==> src/rtl/cbl_pkg.sv <==
package cbl_pkg;

  typedef enum logic {
    PH_ADDR = 1'b0,
    PH_DATA = 1'b1
  } rec_phase_e;

  // log2 of the strobe period for each speed code
  function automatic logic [3:0] div_log2(input logic [2:0] sel);
    logic [3:0] r;
    case (sel)
      3'd0:    r = 4'd5;
      3'd1:    r = 4'd4;
      3'd2:    r = 4'd6;
      3'd3:    r = 4'd7;
      3'd4:    r = 4'd3;
      3'd5:    r = 4'd2;
      3'd6:    r = 4'd1;
      default: r = 4'd8;
    endcase
    return r;
  endfunction

endpackage

==> src/rtl/cbl_reset_hold.sv <==
module cbl_reset_hold #(
  parameter int HOLD_CYC = 3
) (
  input  logic clk,
  input  logic preset_n,
  input  logic offline,
  output logic hold
);
  localparam int CW = $clog2(HOLD_CYC + 1);

  logic          off_q;
  logic [CW-1:0] cnt;
  logic          trig;

  assign trig = !preset_n || (offline != off_q);
  assign hold = trig || (cnt != '0);

  always_ff @(posedge clk) begin
    off_q <= offline;
    if (trig)
      cnt <= CW'(HOLD_CYC);
    else if (cnt != '0)
      cnt <= cnt - CW'(1);
  end

  // three held edges after preset release (default HOLD_CYC)
  assert_hold_after_preset_R1: assert property (@(posedge clk)
    $rose(preset_n) |-> hold ##1 hold ##1 hold);

endmodule

==> src/rtl/cbl_strobe_gen.sv <==
module cbl_strobe_gen #(
  parameter int CNT_W = 9
) (
  input  logic       clk,
  input  logic       run,
  input  logic [2:0] sel,
  output logic       tick
);
  import cbl_pkg::*;

  logic [CNT_W-1:0] cnt;
  logic [CNT_W-1:0] lim;

  assign lim  = (CNT_W'(1) << div_log2(sel)) - CNT_W'(1);
  assign tick = run && (cnt >= lim);

  always_ff @(posedge clk) begin
    if (!run)
      cnt <= '0;
    else if (cnt >= lim)
      cnt <= '0;
    else
      cnt <= cnt + CNT_W'(1);
  end

  // strobe is a single-cycle pulse
  assert_strobe_single_R4: assert property (@(posedge clk) disable iff (!run)
    tick |=> !tick);

endmodule

==> src/rtl/cbl_hs_capture.sv <==
module cbl_hs_capture (
  input  logic clk,
  input  logic hold,
  input  logic run,
  input  logic rd_in,
  output logic take,
  output logic rdy
);
  logic rd_q;

  assign take = run && rd_in && !rd_q && !rdy;

  always_ff @(posedge clk) begin
    rd_q <= rd_in;
    if (hold)
      rdy <= 1'b0;
    else if (rdy && !rd_in)
      rdy <= 1'b0;
    else if (take)
      rdy <= 1'b1;
  end

  // ready holds while the host keeps its strobe up
  assert_rdy_holds_R6: assert property (@(posedge clk) disable iff (hold)
    (rdy && rd_in) |=> rdy);

  // ready only rises after the strobe was seen high
  assert_rdy_needs_rd_R6: assert property (@(posedge clk) disable iff (hold)
    $rose(rdy) |-> $past(rd_in));

endmodule

==> src/rtl/cbl_rec_parser.sv <==
module cbl_rec_parser #(
  parameter int DW = 8,
  parameter int AW = 8,
  parameter logic [DW-1:0] END_CODE = '1
) (
  input  logic          clk,
  input  logic          hold,
  input  logic          take,
  input  logic [DW-1:0] din,
  output logic          wr_en,
  output logic [AW-1:0] wr_addr,
  output logic [DW-1:0] wr_data,
  output logic          done
);
  import cbl_pkg::*;

  rec_phase_e    phase;
  logic [AW-1:0] addr_q;

  always_ff @(posedge clk) begin
    if (hold) begin
      phase   <= PH_ADDR;
      wr_en   <= 1'b0;
      done    <= 1'b0;
      addr_q  <= '0;
      wr_addr <= '0;
      wr_data <= '0;
    end else begin
      wr_en <= 1'b0;
      if (take) begin
        if (phase == PH_ADDR) begin
          if (din == END_CODE)
            done <= 1'b1;
          else begin
            addr_q <= din[AW-1:0];
            phase  <= PH_DATA;
          end
        end else begin
          wr_en   <= 1'b1;
          wr_addr <= addr_q;
          wr_data <= din;
          phase   <= PH_ADDR;
        end
      end
    end
  end

  // writes are single-cycle pulses
  assert_wr_single_R7: assert property (@(posedge clk) disable iff (hold)
    wr_en |=> !wr_en);

  // completion flag is sticky until a hold
  assert_done_sticky_R8: assert property (@(posedge clk) disable iff (hold)
    done |=> done);

endmodule

==> src/rtl/cfg_boot_loader.sv <==
module cfg_boot_loader #(
  parameter int DW       = 8,
  parameter int AW       = 8,
  parameter int HOLD_CYC = 3,
  parameter int CNT_W    = 9
) (
  input  logic          clk,
  input  logic          preset_n,
  input  logic          offline,
  input  logic          auto_boot,
  input  logic [2:0]    speed_sel,
  input  logic [DW-1:0] din,
  input  logic          rd_in,
  output logic          rdy,
  output logic          boot_strobe,
  output logic          wr_en,
  output logic [AW-1:0] wr_addr,
  output logic [DW-1:0] wr_data,
  output logic          done
);
  logic hold;
  logic run_any, run_auto, run_man;
  logic tick, take_man, take;

  cbl_reset_hold #(.HOLD_CYC(HOLD_CYC)) u_hold (
    .clk(clk), .preset_n(preset_n), .offline(offline), .hold(hold)
  );

  assign run_any  = offline && !hold && !done;
  assign run_auto = run_any && auto_boot;
  assign run_man  = run_any && !auto_boot;

  cbl_strobe_gen #(.CNT_W(CNT_W)) u_strobe (
    .clk(clk), .run(run_auto), .sel(speed_sel), .tick(tick)
  );

  cbl_hs_capture u_hs (
    .clk(clk), .hold(hold), .run(run_man), .rd_in(rd_in),
    .take(take_man), .rdy(rdy)
  );

  assign take        = tick || take_man;
  assign boot_strobe = tick;

  cbl_rec_parser #(.DW(DW), .AW(AW), .END_CODE({DW{1'b1}})) u_parse (
    .clk(clk), .hold(hold), .take(take), .din(din),
    .wr_en(wr_en), .wr_addr(wr_addr), .wr_data(wr_data), .done(done)
  );

  // completion follows a captured byte
  assert_done_after_byte_R8: assert property (@(posedge clk) disable iff (hold)
    $rose(done) |-> $past(take));

  // the strobe never runs with loading disabled
  assert_strobe_offline_R3: assert property (@(posedge clk) disable iff (!preset_n)
    boot_strobe |-> offline);

endmodule

==> config.mk <==
export PLATFORM = sky130hd
export DESIGN_NAME = cfg_boot_loader
export DESIGN_NICKNAME = d
export VERILOG_FILES = /design/src/rtl/cbl_pkg.sv /design/src/rtl/cbl_reset_hold.sv /design/src/rtl/cbl_strobe_gen.sv /design/src/rtl/cbl_hs_capture.sv /design/src/rtl/cbl_rec_parser.sv /design/src/rtl/cfg_boot_loader.sv
export SDC_FILE = /design/constraint.sdc
export NUM_CORES = 1
export LEC_CHECK = 0
export BUFFER_PORTS_ARGS = -buffer_cell sky130_fd_sc_hd__buf_2
export CAP_MARGIN = 40
export CORE_MARGIN = 2
export CORE_UTILIZATION = 33
export DETAILED_ROUTE_END_ITERATION = 8
export PLACE_DENSITY = 0.56
export SYNTH_ARGS = -nofsm -noshare
export SYNTH_HDL_FRONTEND = slang
export SYNTH_SLANG_ARGS = --single-unit
==> constraint.sdc <==
create_clock -name clk -period 2.84 [get_ports clk]
set_input_delay 0.142 -clock clk [delete_from_list [all_inputs] [get_ports clk]]
set_output_delay 0.142 -clock clk [all_outputs]
set_load 0.03 [all_outputs]
# Word level (Yosys, flattened, before mapping)
# Cells that the tools add are included.
# word_totals
n_memories	0
latchBits	0
ram_bits	0
word_cells	59
output_inout_bits	20
register_bits	41
mem_bits_ro	0
# op_classes
addsub	3
n_reduce_logical	27
n_mul	0
div_mod_pow	0
bitwise_logic	4
eq_ne	8
order_cmp	1
muxes	4
shifts	1
# op_table
operator	n
one-hot mux 4 bit (7 select lines)	1
adder 9 x 1 -> 9 bit, second input constant	1
== test 3 bit, second input constant	3
>= comparator 9 bit	1
logical AND 1 bit	9
<< shifter 1 x 4 -> 9 bit, first input constant	1
subtractor 9 x 2 -> 9 bit, second input constant	1
== test 8 bit, second input constant	1
logical NOT 1 bit	7
== test 3 x 2 -> 1 bit, second input constant	2
AND reduction 3 bit	2
OR reduction 2 bit	3
inverter 1 bit	4
== test 3 x 1 -> 1 bit, second input constant	1
logical NOT 3 bit	1
logical OR 1 bit	3
two-way mux 1 bit	3
AND reduction 2 bit	1
nonzero test 2 bit	1
subtractor 2 x 1 -> 2 bit, second input constant	1
!= test 1 bit	1

# Logic depth before layout (Yosys ltp)
# depth
ltp_word	13
depth_mapped	14

# Modules after synthesis
# Synthesis repeated with hierarchy kept, for this count alone.
# hier_totals
hier_cells	218
area_unflattened_um2	2031.9
# by_module_without_submodules
module	cells_per_inst	area_each_um2	n_inst
cbl_rec_parser	113	1042.2	1
cbl_strobe_gen	83	743.2	1
cbl_reset_hold	13	135.1	1
cbl_hs_capture	6	77.6	1
cfg_boot_loader	3	33.8	1

# Worst setup path before layout
# Ideal clock, no wire load.
# synth_timing
path_kind	input -> register
startpoint	in speed_sel[0]
endpoint	reg u_parse.wr_addr[4]
path_buffers	2
t_required_ns	2.768
path_stages	14
arrival_ns	2.306
setup_slack_ns	0.463
path_cell_list	inv_1 > nand3_1 > ha_1 > xor2_1 > nand2_1 > ha_1 > a21oi_1 > nor2_1 > a211oi_1 > a21boi_4 > o21ai_2 > buf_6 > buf_8 > mux2i_1
# synth_between
elab_chain_cells	8
# synth_rtl
item	line_no	rtl
start: declaration	cfg_boot_loader.sv:11	input logic [2:0] speed_sel,
== test 3 bit, or another cell as far along	cbl_pkg.sv:11	case (sel)
one-hot mux 4 bit (7 select lines) (*)	cbl_pkg.sv:11	
<< shifter 1 x 4 -> 9 bit (*)	cbl_strobe_gen.sv:14	assign lim = (CNT_W'(1) << div_log2(sel)) - CNT_W'(1);
subtractor 9 x 2 -> 9 bit (*)	cbl_strobe_gen.sv:14	
>= comparator 9 bit (*)	cbl_strobe_gen.sv:15	assign tick = run && (cnt >= lim);
logical AND 1 bit (*)	cbl_strobe_gen.sv:15	
net boot_strobe	cfg_boot_loader.sv:15	output logic boot_strobe,
logical OR 1 bit (*)	cfg_boot_loader.sv:42	assign take = tick || take_man;
AND reduction 2 bit (no source line) (*)	n/a	
end signal: assignment	cbl_rec_parser.sv:40	wr_addr <= addr_q;
end: declaration	cbl_rec_parser.sv:11	output logic [AW-1:0] wr_addr,
# Mark *: on every way through the listed nets, which the timed path passes. The rest lies on a longest branch.
# A chain may end at the register's enable or synchronous reset.

# Final worst setup path
# layout_timing
startpoint	in speed_sel[0]
endpoint	reg u_parse.addr_q[5]
# layout_between
elab_chain_cells	8
# layout_rtl
item	line_no	rtl
== test 3 bit, or another cell as far along	cbl_pkg.sv:11	
one-hot mux 4 bit (7 select lines) (*)	cbl_pkg.sv:11	
<< shifter 1 x 4 -> 9 bit (*)	cbl_strobe_gen.sv:14	
subtractor 9 x 2 -> 9 bit (*)	cbl_strobe_gen.sv:14	
>= comparator 9 bit (*)	cbl_strobe_gen.sv:15	
logical AND 1 bit (*)	cbl_strobe_gen.sv:15	
logical OR 1 bit (*)	cfg_boot_loader.sv:42	
AND reduction 3 bit (no source line) (*)	n/a	
end signal: assignment	cbl_rec_parser.sv:35	addr_q <= din[AW-1:0];
end: declaration	cbl_rec_parser.sv:18	logic [AW-1:0] addr_q;
# Every way passes the cells marked *; elsewhere a longest branch is shown, timed or not.

==> flow_summary.toml <==
[layout]
layout.cells.non_filler = 312
area_growth_syn_to_layout_pct = 18.8
drive_above_1_share_pct = 22.5
finish.utilization_pct = 40.9
nets = 268
diodes = 0

[drt]
vias = 1420
met1_length_um = 1730
top_layer = "met4"
wl_per_cell_um = 11.3
routed_wl_um = 3520
final_antenna_net_count = 0
firstDrtPassIters = 4
drc = 0
dr_wl_met2_um = 1580
met3_length_um = 172
viasPerCell = 4.55
drt_iter0_drc = 44

[setup_path]
crit_fanout = 9
slowest_stage = "o21ai_4"
worst_path_largest_cell_delay_ns = 0.39
worst_setup_path_start_kind = "primary input"
endpoint_kind = "flip-flop"
crit_chain = "buf_2, inv_1, nand3_1, ha_1, xor2_1, nand2_1, ha_1, a21oi_1, nor2_1, a211oi_1, a21boi_4, o21ai_4, mux2i_1"
critPathRequiredTime_ns = 3.06
cpMostUsedCell = "ha_1"
criticalPathCategory = "primary input to flip-flop"
arrival_ns = 2.51

[pwr]
seqPwrFrac_pct = 57.4
p_switching_mw = 0.215
vdd_drop_max_mv = 0.232
clockPowerShare_pct = 37.4
p_total_mw = 1.01
power.density_nw_per_um2 = 445
p_comb_share_pct = 5.2
p_leak_nw = 1.12
p_int_mw = 0.795
power_switching_share_pct = 21.3

[synthesis]
synth_edf_count = 0
synth_warnings = 0
synth_seq_area_share_pct = 43.0
synthMostInstantiatedCell = "nand2_1"
yosys-top-cells-count = "43 x nand2_1, 41 x dfxtp_1, 24 x mux2i_1"
ys_ff_latch = 41
async_flop_share_pct = 0
synth_area_per_cell_um2 = 9.64
yosysTopAreaCell = "dfxtp_1"
synthesis.area_um2 = 1910
synth_top_area_share_pct = 43.0
netlist_top_cells_area = "dfxtp_1 43%, mux2i_1 13%, nand2_1 8.5%"
synth-main-ff-cell = "dfxtp_1"
yosys.cell_types.count = 36
synthCells = 198

[clocking]
cts_inserted_buffers = 5
cts_setup_buffers = 0
cts_hold_buf = 1
clock-root-buffer = "clkbuf_8"
h-tree-depth = 2
ctsResizeCount = 0
clkLatencyLatePin_ns = 0.28
cts.sinks = 41
cts_buffer_depth = 2
clkTransAtPathRegs_ns = 0.07
cts_tree = "built"

[global_route]
grt_pass1_vias = 1375
grt_overflow = 0
grt_antenna_before_repair = 0
grt_util_all_layers_pct = 12.1
grt_max_degree = 36
grt_pass1_wl_um = 6090

[run_status]
status = "finished, final reports clean"

[timing]
timing.setup.tns_ns = 0
finalSetupViolCount = 0
fin_worst_skew_ns = 0.00229
rsz0062_at_grt = "false"
min_period_ns = 2.30
max_freq_mhz = 435
hold_viol = 0
period_share_pct = 80.9
hold_slack_ns = 0.0312
slew_viol_final = 0

[die]
pin_count = 36
die_w_um = 80.1
dieArea_um2 = 6410
coreArea_um2 = 5540
die_h_um = 80.1
rows = 27
start_util_pct = 34.5

[placement]
gp_congestion = 0.663
placed_cells = 304
port_buffers = 35
dp_hpwl_um = 2630

[job]
cap_viol_max_count = 0

[min_path]
worstHoldPathType = "primary input to flip-flop"
==> power by group through the flow <==
stage	clock network [mW]	registers, mW	logic, mW
after global placement	0	0.593	0.0508
after CTS	0.396	0.580	0.0540
after floorplan	0	0.593	0.0302
after detailed placement	0	0.593	0.0527
after global routing	0.416	0.580	0.0611
final	0.378	0.580	0.0528
==> routing by layer <==
metal  vias to the layer above  global-route usage [%]
li1                        750                       -
met1                       638                    15.7
met2                        28                    19.3
met3                         4                    3.71
met4                         0                    3.56
met5                         -                       0
==> cell usage in the layout (no fill, tap or decap), types with 2 or more instances in the layout <==
master,netlist,final
mux2i_1,24,24
and2_1,2,2
buf_2,0,35
a21boi_0,2,2
nor2_1,13,13
nand3b_1,2,2
dfxtp_1,41,41
conb_1,1,3
nor2b_1,3,3
nand4_1,5,5
xor2_1,10,10
clkbuf_8,0,6
nand2_1,43,43
o21ai_0,2,2
nand3_1,6,6
ha_1,12,12
and3_1,2,2
a21oi_1,4,4
inv_1,5,5
==> critical path, delay by kind of cell <==
family	cells	cell delay, ns
AOI/OAI and AO/OA	4	1.03
adders and majority gates	2	0.53
and+or+nand+nor	3	0.22
muxes	1	0.22
buffers and inverters	2	0.20
xor gates and xnor gates	1	0.17
==> sequential cells by signal (all words and copies together), names as in the netlist <==
name / count
u_hs.rd_q: 1
u_hold.cnt: 2
u_parse.wr_data: 8
u_parse.wr_en: 1
u_parse.phase: 1
u_parse.wr_addr: 8
u_hs.rdy: 1
u_parse.done: 1
u_hold.off_q: 1
u_parse.addr_q: 8
u_strobe.cnt: 9
==> layout make-up <==
cell class	count	area, um2
Inverter	5	18.8
Clock buffer	7	86.3
Tap cell	72	90.1
Fill cell	566	3270
Timing Repair Buffer	38	213
Sequential cell	41	821
Multi-Input combinational cell	149	1040
==> path summary, 6_finish.rpt <==
kind / start / endpoint / slack (ns) / cells past startpoint
max: speed_sel[0] / u_parse.addr_q[5]$_SDFFE_PP0P_ / 0.54 / 13
min: offline / u_hold.off_q$_DFF_P_ / 0.03 / 1
max reg2reg: u_strobe.cnt[6]$_SDFF_PP0_ / u_parse.addr_q[5]$_SDFFE_PP0P_ / 0.78 / 7
min reg2reg: u_parse.wr_data[4]$_SDFFE_PP0P_ / u_parse.wr_data[4]$_SDFFE_PP0P_ / 0.46 / 2
==> through the flow <==
| step | setup WS (ns) | instance area [um2] |
|---|---|---|
| after global routing | 0.334 | 2270 |
| after floorplan | 0.463 | 1920 |
| final | 0.543 | 2270 |
| after detailed placement | 0.226 | 2170 |
| after CTS | 0.531 | 2270 |
| after global placement | 0.334 | 2170 |
==> cell families after synthesis <==
group,synth area share (%)
other,0.196
XOR/XNOR,5.05
multiplexers,13.2
buffers and inverters,2.95
AND/OR/NAND/NOR,21.4
adder cells (fa/ha/maj),7.86
AO/OA/AOI/OAI,6.42
flip-flops,43.0
Note: power is estimated with default switching activity, not from simulation.
